### config.mk
export PLATFORM = sky130hd
export DESIGN_NAME = divcfg_port
export DESIGN_NICKNAME = d
export VERILOG_FILES = /design/src/rtl/divcfg_pkg.sv /design/src/rtl/divcfg_sync.sv /design/src/rtl/divcfg_shift.sv /design/src/rtl/divcfg_hold.sv /design/src/rtl/divcfg_port.sv
export SDC_FILE = /design/constraint.sdc
export NUM_CORES = 1
export LEC_CHECK = 0
export BUFFER_PORTS_ARGS = -buffer_cell sky130_fd_sc_hd__buf_4
export CORE_MARGIN = 3
export CORE_UTILIZATION = 45
export DETAILED_ROUTE_END_ITERATION = 8
export PLACE_DENSITY_LB_ADDON = 0.12
export RECOVER_POWER = 25
export SYNTH_ARGS = -nofsm -noshare
export SYNTH_HDL_FRONTEND = slang
export SYNTH_SLANG_ARGS = --single-unit
### constraint.sdc
create_clock -name clk -period 1.2 [get_ports clk]
set_clock_uncertainty 0.15 [all_clocks]
set_input_delay 0.18 -clock clk [delete_from_list [all_inputs] [get_ports clk]]
set_output_delay 0.18 -clock clk [all_outputs]
set_load 0.05 [all_outputs]
### src/rtl/divcfg_pkg.sv
package divcfg_pkg;
  localparam int DEF_M_W = 9;
  localparam int DEF_N_W = 2;
  localparam int DEF_T_W = 3;

  typedef enum logic [1:0] {
    LM_PARALLEL = 2'd0,
    LM_SERIAL   = 2'd1,
    LM_HOLD     = 2'd2
  } latch_mode_e;
endpackage

### src/rtl/divcfg_sync.sv
module divcfg_sync #(
  parameter int W = 1
) (
  input  logic         clk,
  input  logic         rst_n,
  input  logic [W-1:0] d,
  output logic [W-1:0] q
);
  logic [W-1:0] stage1;

  always_ff @(posedge clk or negedge rst_n) begin
    if (!rst_n) begin
      stage1 <= '0;
      q      <= '0;
    end else begin
      stage1 <= d;
      q      <= stage1;
    end
  end
endmodule

### src/rtl/divcfg_shift.sv
module divcfg_shift #(
  parameter int FW = 14
) (
  input  logic          clk,
  input  logic          rst_n,
  input  logic          sclk_q,
  input  logic          sdat_q,
  output logic [FW-1:0] sr,
  output logic          shift_pulse
);
  logic sclk_prev;

  assign shift_pulse = sclk_q & ~sclk_prev;

  always_ff @(posedge clk or negedge rst_n) begin
    if (!rst_n) begin
      sclk_prev <= 1'b0;
      sr        <= '0;
    end else begin
      sclk_prev <= sclk_q;
      if (shift_pulse) sr <= {sr[FW-2:0], sdat_q};
    end
  end
endmodule

### src/rtl/divcfg_hold.sv
module divcfg_hold
  import divcfg_pkg::*;
#(
  parameter int M_W = DEF_M_W,
  parameter int N_W = DEF_N_W,
  parameter int T_W = DEF_T_W,
  localparam int FW = M_W + N_W + T_W
) (
  input  logic           clk,
  input  logic           rst_n,
  input  logic           par_q,
  input  logic           ser_q,
  input  logic [M_W-1:0] pm_q,
  input  logic [N_W-1:0] pn_q,
  input  logic [FW-1:0]  sr,
  output logic [M_W-1:0] m_val,
  output logic [N_W-1:0] n_sel,
  output logic [T_W-1:0] t_sel
);
  latch_mode_e mode;

  always_comb begin
    if (!par_q)     mode = LM_PARALLEL;
    else if (ser_q) mode = LM_SERIAL;
    else            mode = LM_HOLD;
  end

  always_ff @(posedge clk or negedge rst_n) begin
    if (!rst_n) begin
      m_val <= '0;
      n_sel <= '0;
      t_sel <= '0;
    end else begin
      case (mode)
        LM_PARALLEL: begin
          m_val <= pm_q;
          n_sel <= pn_q;
          t_sel <= '0;
        end
        LM_SERIAL: begin
          m_val <= sr[M_W-1:0];
          n_sel <= sr[M_W+N_W-1:M_W];
          t_sel <= sr[FW-1:M_W+N_W];
        end
        default: ;
      endcase
    end
  end
endmodule

### src/rtl/divcfg_port.sv
module divcfg_port
  import divcfg_pkg::*;
#(
  parameter int M_W = DEF_M_W,
  parameter int N_W = DEF_N_W,
  parameter int T_W = DEF_T_W
) (
  input  logic           clk,
  input  logic           rst_n,
  input  logic           ser_clk,
  input  logic           ser_dat,
  input  logic           ser_ld,
  input  logic           par_ld,
  input  logic [M_W-1:0] par_m,
  input  logic [N_W-1:0] par_n,
  output logic [M_W-1:0] m_val,
  output logic [N_W-1:0] n_sel,
  output logic [T_W-1:0] t_sel,
  output logic           sr_msb
);
  localparam int FW = M_W + N_W + T_W;
  localparam int SW = 4 + M_W + N_W;

  logic [SW-1:0]  sync_q;
  logic           sclk_q, sdat_q, ser_q, par_q;
  logic [M_W-1:0] pm_q;
  logic [N_W-1:0] pn_q;
  logic [FW-1:0]  sr;
  logic           shift_pulse;

  divcfg_sync #(.W(SW)) u_sync (
    .clk  (clk),
    .rst_n(rst_n),
    .d    ({ser_clk, ser_dat, ser_ld, par_ld, par_m, par_n}),
    .q    (sync_q)
  );

  assign {sclk_q, sdat_q, ser_q, par_q, pm_q, pn_q} = sync_q;

  divcfg_shift #(.FW(FW)) u_shift (
    .clk        (clk),
    .rst_n      (rst_n),
    .sclk_q     (sclk_q),
    .sdat_q     (sdat_q),
    .sr         (sr),
    .shift_pulse(shift_pulse)
  );

  divcfg_hold #(.M_W(M_W), .N_W(N_W), .T_W(T_W)) u_hold (
    .clk  (clk),
    .rst_n(rst_n),
    .par_q(par_q),
    .ser_q(ser_q),
    .pm_q (pm_q),
    .pn_q (pn_q),
    .sr   (sr),
    .m_val(m_val),
    .n_sel(n_sel),
    .t_sel(t_sel)
  );

  assign sr_msb = sr[FW-1];
endmodule

==> results.txt, run 1 <==
status = finished with violations
failing checks = negative setup slack
Vias per Instance = 4.56
CTS tree = yes
clock-pin transition on the worst setup and hold timing paths = 60 ps
nets@finish = 203
worst setup margin = -65.2 ps
total power = 0.00582 W
fin util = 68.6%
final period utilization = 105%
Worst VDD drop = 1.04 mV
Filler Cell Count = 295
Crit. End Element = register
Hold WC Path Type = reg -> reg
Root Buffer = clkbuf_8
compound-gate portion of the synthesized area = 2.76%
cells after synthesis = 119
mapped cell area = 0.00200 mm²
CTS Buf Count = 9
Total GRT Usage = 13.9%
DRT Wirelength = 3010 µm
largest net degree at the start of global routing = 26
setup violators final = 18
dpl cell area = 0.00232 mm²
Synth area leaders = dfrtp_1 74%, mux2_4 7.5%, mux2i_1 7.0%, a21oi_1 2.8%, mux2_2 2.3%
Pre-antenna DRT Iters = 4
clock buffer depth = 2
Seq cells post-synth = 59
grt peak-use layer = met1
starting density of the core = 48.2%
drt drc = 0
Net Count, Synth = 136
most frequent cells in the layout = 59 x dfrtp_1, 26 x buf_4, 16 x dlygate4sd3_1
post-synth cell types = 12
area of the die = 0.00528 mm²
commonest non-fill, non-tap cell in the layout = dfrtp_1
Synth Area in Adders = 0%
warnings from Yosys = 0
met1 usage = 18.8%
initial antenna violation count = 0
IO buf count = 31
Worst Path Arrival = 1320 ps
Clk network pwr share = 33.2%
crit path max fanout = 14
Leakage = 1.37 nW
Top-Level Pins = 32
slew margin rel. = 62.6%
CTS sink count = 59
CORE AREA = 0.00414 mm²
hpwl dp = 1910 µm
met3 global-route usage = 4.13%
minimum clock period = 1270 ps
antenna diode count = 0
Avg Cell Area, Syn = 16.8 µm²
DR iter-0 viols = 30
gr ovfl total = 0
Reg power frac = 44.1%
Setup crit start kind = register
flop2flop setup slack = -70 ps
Synth top area share = 73.9%
critical path class = reg -> reg
Setup TNS Final = -798 ps
fin area = 0.00284 mm²
met2 usage = 18.5%
Post-Synth Simple-Gate Area = 3.69%
Max Freq = 790 MHz
Die Wd = 72.6 µm
remaining antenna violation count = 0
global-route wire length before repair = 5250 µm
main combinational cell family by area after synthesis = multiplexers
Clk Latency, worst-skew pair = 320 ps
post-synthesis xor/xnor area fraction = 0%
GPL Wtd Cong = 0.725
H-tree levels = 3
switching portion of total power = 26.1%
wire per inst = 12.6 µm
Logic pwr share = 22.7%
number of global-route vias before repair = 1113
Crit path required time = 1250 ps
sequential share of the synthesized area = 73.9%
largest area contributor in the netlist = dfrtp_1
vias = 1089
Internal = 0.00430 W
sw power = 0.00152 W
Die Ht = 72.6 µm
final hold violation count = 0
Slew Limit Fails = 0
share of cells above drive strength 1 = 39.2%
multiplexer share of the synthesized area = 16.8%
PD cells = 2050 mW/mm²
RSZ-0062 raised after global routing = yes
Std-Cell Rows = 23
number of max-cap violations = 0
Tightest Pin Transition = 560 ps
synthesis-to-finish area growth = 42.3%
[through the flow]
step | worst slack (ps) | std cells | hold WS (ps)
after global routing | -102 | 239 | 203
after global placement | -69.4 | 199 | -61.7
after CTS | -86.0 | 234 | 140
final | -65.2 | 239 | 196
after detailed placement | -86.5 | 199 | -62.6
after floorplan | -88.2 | 119 | -266
[cell usage after synthesis]
cell type / instances
dfrtp_1: 59
mux2i_1: 14
a21oi_1: 11
nor2_1: 11
mux2_4: 10
mux2_2: 4
nor2b_1: 3
buf_6: 2
clkbuf_1: 2
buf_12: 1
buf_4: 1
nor2b_4: 1
[logic make-up (layout without fill, tap and decap cells)]
family | after synthesis | in the layout
buf+inv | 6 | 76
flops | 59 | 59
mux | 28 | 28
simple gates | 15 | 15
compound gates | 11 | 11
[flip-flops by register name, summed over array words and instances (netlist names)]
signal and cells:
u_sync.stage1 15, u_shift.sclk_prev 1, u_hold.t_sel 3, u_hold.n_sel 2, u_sync.q 15, u_shift.sr 14, u_hold.m_val 9
[metal layers]
layer  vias up  part of all wire, %
li1        528                    -
met1       523                   47
met2        31                   45
met3         7                  4.7
met4         0                  2.7
met5         -                    0
[timing repair]
| action | CTS | global route |
|---|---|---|
| resized for setup | 17 | 2 |
| buffers inserted | 5 | 5 |
| hold endpoints to repair | 74 | 0 |
| setup endpoints to repair | 29 | 29 |
| hold buffers | 16 | 0 |
[worst max-delay path: stages, from the launching register on]
cell,delay (ps)
dfrtp_1,390
nor2b_4,130
buf_12,170
mux2_4,310
[final cells by class]
class	count	area, µm²	area share, %
flip-flops and latches	59	1480	51.9
repair buffers	62	609	21.4
multi-input cells	54	479	16.9
clock buffers	12	155	5.46
well taps	50	62.6	2.20
clock inverters	2	60.1	2.11
[path summary, 6_finish.rpt]
kind,from,depth (start not counted),endpoint
hold / removal,u_sync.stage1[2]$_DFF_PN0_,0,u_sync.q[2]$_DFF_PN0_
max in group asynchronous,rst_n,3,u_hold.m_val[0]$_DFFE_PN0P_
setup / recovery,u_shift.sclk_prev$_DFF_PN0_,3,u_shift.sr[6]$_DFFE_PN0P_
hold reg to reg,u_sync.stage1[2]$_DFF_PN0_,0,u_sync.q[2]$_DFF_PN0_
setup reg to reg,u_shift.sclk_prev$_DFF_PN0_,3,u_shift.sr[6]$_DFFE_PN0P_
min in group asynchronous,rst_n,2,u_hold.t_sel[0]$_DFFE_PN0P_
[power groups by stage]
stage	combinational (W)	sequential [W]	clock, W
after floorplan	0.000464	0.00286	0
after global placement	0.00109	0.00258	0
after detailed placement	0.00110	0.00259	0
after CTS	0.00128	0.00257	0.00198
after global routing	0.00140	0.00261	0.00206
final	0.00132	0.00256	0.00193
No activity file was read; power rests on OpenSTA's default activity.
==> inputs of run 2 (changes only) <==
Settings changed: CELL_PAD_IN_SITES_DETAIL_PLACEMENT set to 2, CELL_PAD_IN_SITES_GLOBAL_PLACEMENT set to 2, CORE_UTILIZATION 45 to 35, HOLD_SLACK_MARGIN set to 0.06, SLEW_MARGIN set to 0.
==> run 2 against run 1 <==
The flow still finishes with violations (negative setup slack). First-iteration DRC count is 23% higher. Setup slack lost 19 ps. Non-clock buffer count is 1 higher. Final area rose by 1.1%. Clock power is 3% lower. Total power increased by 0.13%. Critical path type unchanged. Critical endpoint is now u_shift.sr[8]$_DFFE_PN0P_. Largest cell class unchanged.
==> results.txt, run 2 (synthesized netlist as in run 1, its figures left out) <==
status = finished with violations
failing checks = negative setup slack
fin util = 54.2%
clock-pin transition on the worst setup and hold timing paths = 60 ps
drt drc = 0
Die Ht = 81.6 µm
Worst path max stage delay = 360 ps
remaining antenna violation count = 0
Die Wd = 81.6 µm
Top-Level Pins = 32
Crit path required time = 1260 ps
setup violators final = 29
Worst Path Arrival = 1340 ps
CTS Buf Count = 9
minimum clock period = 1280 ps
slew margin rel. = 79.9%
fin area = 0.00288 mm²
global-route wire length before repair = 6820 µm
IO buf count = 31
Buffers & Inverters on Critical Path = 1
DRT Wirelength = 4050 µm
antenna diode count = 0
total power = 0.00582 W
GPL Wtd Cong = 0.668
number of global-route vias before repair = 1367
hpwl dp = 2370 µm
biggest registers after layout = u_sync.q (15), u_sync.stage1 (15), u_shift.sr (14)
CP max stage cell = dfrtp_1
Tightest Pin Transition = 302 ps
synthesis-to-finish area growth = 43.9%
Crit. End Element = register
final hold violation count = 0
nets@finish = 204
Std-Cell Rows = 26
wire per inst = 15.5 µm
largest net degree at the start of global routing = 60
clock buffer depth = 2
Storage cell area = 0.00148 mm²
Max Freq = 778 MHz
Hold WC Path Type = reg -> reg
Vias per Instance = 4.50
Slew Limit Fails = 0
Top Family by Delay on Critical Path = flip-flops
CORE AREA = 0.00530 mm²
area of the die = 0.00665 mm²
commonest non-fill, non-tap cell in the layout = dfrtp_1
vias = 1175
most frequent cells in the layout = 59 x dfrtp_1, 17 x buf_4, 16 x dlygate4sd3_1
critical path class = reg -> reg
Leakage = 1.37 nW
CTS tree = yes
CTS sink count = 59
H-tree levels = 3
area of the multi-input gates = 479 µm²
Setup crit start kind = register
dpl cell area = 0.00235 mm²
Clk Latency, worst-skew pair = 330 ps
crit path cell chain = nor2b_4 > buf_12 > mux2_4
gr ovfl total = 0
DR iter-0 viols = 37
number of max-cap violations = 0
PD cells = 2030 mW/mm²
worst setup margin = -84.6 ps
share of cells above drive strength 1 = 39.8%
crit path max fanout = 14
Root Buffer = clkbuf_8
final period utilization = 107%
RSZ-0062 raised after global routing = yes
Min Hold Slack = 197 ps
flop2flop setup slack = -80 ps
Filler Cell Count = 492
Total GRT Usage = 14.6%
initial antenna violation count = 0
Worst VDD drop = 0.825 mV
starting density of the core = 37.7%
Pre-antenna DRT Iters = 3
==> run 2: cell types whose count changed in the layout (fill, tap and decap cells not counted) <==
cell / delta
clkbuf_2: -1
bufinv_16: -1
clkbuf_4: +11
buf_4: -9
clkbuf_8: +2
==> run 2: report_power, final <==
group / total, W / internal [W] / switching, W
Clock: 0.00187 / 0.00118 / 0.000698
Combinational: 0.00135 / 0.000725 / 0.000629
Sequential: 0.00260 / 0.00233 / 0.000272
==> run 2: stage by stage <==
| step | setup WS, ps | std cells | setup TNS, ps |
|---|---|---|---|
| 2_1_floorplan | -88.2 | 119 | -882 |
| 3_3_place_gp | -72.8 | 219 | -698 |
| 3_5_place_dp | -121 | 219 | -1200 |
| 4_1_cts | -102 | 255 | -1870 |
| 5_1_grt | -140 | 261 | -2710 |
| 6_report | -84.6 | 261 | -1250 |
==> run 2: worst paths after layout <==
path | to | start | cells after the start
worst min-delay path | u_sync.q[8]$_DFF_PN0_ | u_sync.stage1[8]$_DFF_PN0_ | 0
max in group asynchronous | u_sync.stage1[5]$_DFF_PN0_ | rst_n | 3
worst min register to register | u_sync.q[8]$_DFF_PN0_ | u_sync.stage1[8]$_DFF_PN0_ | 0
worst max register to register | u_shift.sr[8]$_DFFE_PN0P_ | u_sync.q[14]$_DFF_PN0_ | 3
min in group asynchronous | u_hold.t_sel[0]$_DFFE_PN0P_ | rst_n | 3
worst max-delay path | u_shift.sr[8]$_DFFE_PN0P_ | u_sync.q[14]$_DFF_PN0_ | 3
==> run 2: final cells by class <==
cell class                 instances  share of cell area (%)
sequential                        59                    51.3
timing repair buffer              63                    21.5
multi-input combinational         54                    16.7
clock buffer                      14                    6.35
tap                               70                    3.05
clock inverter                     1                    1.04
==> run 2: repair_timing <==
item,CTS,global route
gates resized for setup,19,0
setup buffers,5,6
endpoints found under the hold margin,74,0
hold buffers,16,0
setup endpoints to repair,29,29
==> run 2: per-layer routing <==
layer / GRT usage, % / vias to the layer above / part of all wire, %
met5: 0 / - / 0
met2: 24.5 / 27 / 55
met3: 6.03 / 7 / 4.4
li1: - / 533 / -
met4: 6.59 / 0 / 1.3
met1: 16.1 / 608 / 39
==> inputs of run 3 (changes only) <==
Settings changed: CORE_MARGIN 3 to unset.
==> run 3 against run 2 <==
The run still ends with negative setup slack left. Flip-flop and latch count did not move. Sequential power about the same. Final area rose by 1.5%. Non-clock buffer count increased by 1. Maximum frequency shrank 1.2%. Routed wire length up 8.0%. Die area fell by 9.6%. Hold slack improved by 2.5 ps. Setup slack lost 15 ps. Via count is 1.0% higher. Critical path depth is the same. Critical endpoint is now u_shift.sr[0]$_DFFE_PN0P_. Largest cell class unchanged.
==> results.txt, run 3 (synthesized netlist as in run 1, its figures left out) <==
crit path cell chain = nor2b_4 > buf_12 > mux2_4
Root Buffer = clkbuf_8
hpwl dp = 2300 µm
met1 WL = 1740 µm
met2 WL = 2360 µm
number of max-cap violations = 0
dpl ws = -132 ps
Die Wd = 77.6 µm
starting density of the core = 36.3%
Setup crit start kind = register
worst setup margin = -99.6 ps
crit path max fanout = 14
biggest registers after layout = u_sync.q (15), u_sync.stage1 (15), u_shift.sr (14)
PD cells = 2030 mW/mm²
nets@finish = 205
CTS tree = yes
synthesis-to-finish area growth = 46.1%
final non-filler cell total = 265
fin util = 53.0%
final hold violation count = 0
Worst Path Arrival = 1370 ps
DRT Wirelength = 4370 µm
share of cells above drive strength 1 = 43.0%
commonest non-fill, non-tap cell in the layout = dfrtp_1
CORE AREA = 0.00551 mm²
largest net degree at the start of global routing = 60
Worst VDD drop = 0.854 mV
DR iter-0 viols = 13
antenna diode count = 0
Die Ht = 77.6 µm
CTS Buf Count = 9
gr ovfl total = 0
initial antenna violation count = 0
global-route wire length before repair = 6760 µm
Crit. End Element = register
GPL Wtd Cong = 0.620
setup violators final = 29
IO buf count = 31
Worst path max stage delay = 370 ps
fin area = 0.00292 mm²
RSZ-0062 raised after global routing = yes
Clk Latency, worst-skew pair = 340 ps
clock-pin transition on the worst setup and hold timing paths = 70 ps
Hold WC Path Type = reg -> reg
Met3 Wirelength = 148 µm
wire per inst = 16.5 µm
Slew Limit Fails = 0
area of the die = 0.00602 mm²
dpl cell area = 0.00234 mm²
vias = 1187
critical path class = reg -> reg
H-tree levels = 3
failing checks = negative setup slack
most frequent cells in the layout = 58 x dfrtp_1, 20 x buf_4, 16 x dlygate4sd3_1
Pre-antenna DRT Iters = 4
Top-Level Pins = 32
number of global-route vias before repair = 1328
Vias per Instance = 4.48
CP max stage cell = dfrtp_1
Total GRT Usage = 16.0%
Leakage = 1.38 nW
Std-Cell Rows = 27
Crit path required time = 1270 ps
remaining antenna violation count = 0
CTS sink count = 59
Tightest Pin Transition = 321 ps
Placed Instances = 221
Max Freq = 769 MHz
final period utilization = 108%
drt drc = 0
Min Hold Slack = 200 ps
clock buffer depth = 2
slew margin rel. = 78.6%
status = finished with violations
highest routed metal layer = met4
minimum clock period = 1300 ps
run 3: cell types whose count changed in the layout (fill, tap and decap cells not counted), sizes merged:
| cell | change |
|---|---|
| clkinv | +4 |
| bufinv | +1 |
| clkbuf | -5 |
| buf | +2 |
run 3: path summary, 6_finish.rpt:
check | slack, ps | startpoint | to | cells after the start
worst max register to register | -100 | u_sync.q[14]$_DFF_PN0_ | u_shift.sr[0]$_DFFE_PN0P_ | 3
worst min register to register | 200 | u_sync.stage1[5]$_DFF_PN0_ | u_sync.q[5]$_DFF_PN0_ | 0
min in group asynchronous | 210 | rst_n | u_sync.q[12]$_DFF_PN0_ | 3
max in group asynchronous | 410 | rst_n | u_sync.stage1[3]$_DFF_PN0_ | 3
worst min-delay path | 200 | u_sync.stage1[5]$_DFF_PN0_ | u_sync.q[5]$_DFF_PN0_ | 0
worst max-delay path | -100 | u_sync.q[14]$_DFF_PN0_ | u_shift.sr[0]$_DFFE_PN0P_ | 3
run 3: cell type report:
type | count | area (µm²)
tap | 72 | 90.1
clock inverter | 6 | 80.1
clock buffer | 10 | 128
timing repair buffer | 64 | 632
multi-input combinational | 54 | 512
sequential | 59 | 1480
fill | 514 | 2590
run 3: worst max-delay path: cells and delay by family (launching register included):
| kind | cells | cell delay, ps |
|---|---|---|
| buffers and inverters | 1 | 170 |
| DFF | 1 | 370 |
| and+or+nand+nor | 1 | 170 |
| muxes | 1 | 320 |
run 3: report_power, final:
part | internal, W | switching (W) | total, W
sequential | 0.00232 | 0.000279 | 0.00260
clock | 0.00115 | 0.000780 | 0.00193
combinational | 0.000741 | 0.000654 | 0.00139
run 3: stage by stage:
| step | setup TNS [ps] | power, W |
|---|---|---|
| final | -1620 | 0.00593 |
| after global routing | -2750 | 0.00622 |
| after CTS | -2000 | 0.00589 |
| after detailed placement | -1280 | 0.00373 |
| after global placement | -694 | 0.00368 |
| after floorplan | -882 | 0.00333 |
run 3: layer usage:
layer	GRT usage, %	up-vias
li1	-	533
met4	11.9	0
met3	5.76	8
met2	24.2	26
met1	18.6	620
met5	0	-
run 3: timing repair:
action / 4_1_cts / 5_1_grt
setup buffers: 7 / 4
pin swaps: 0 / 2
cloned: 0 / 1
gates resized for setup: 17 / 9
endpoints found under the hold margin: 74 / 0
hold buffers: 16 / 0
endpoints found under the setup margin: 29 / 32
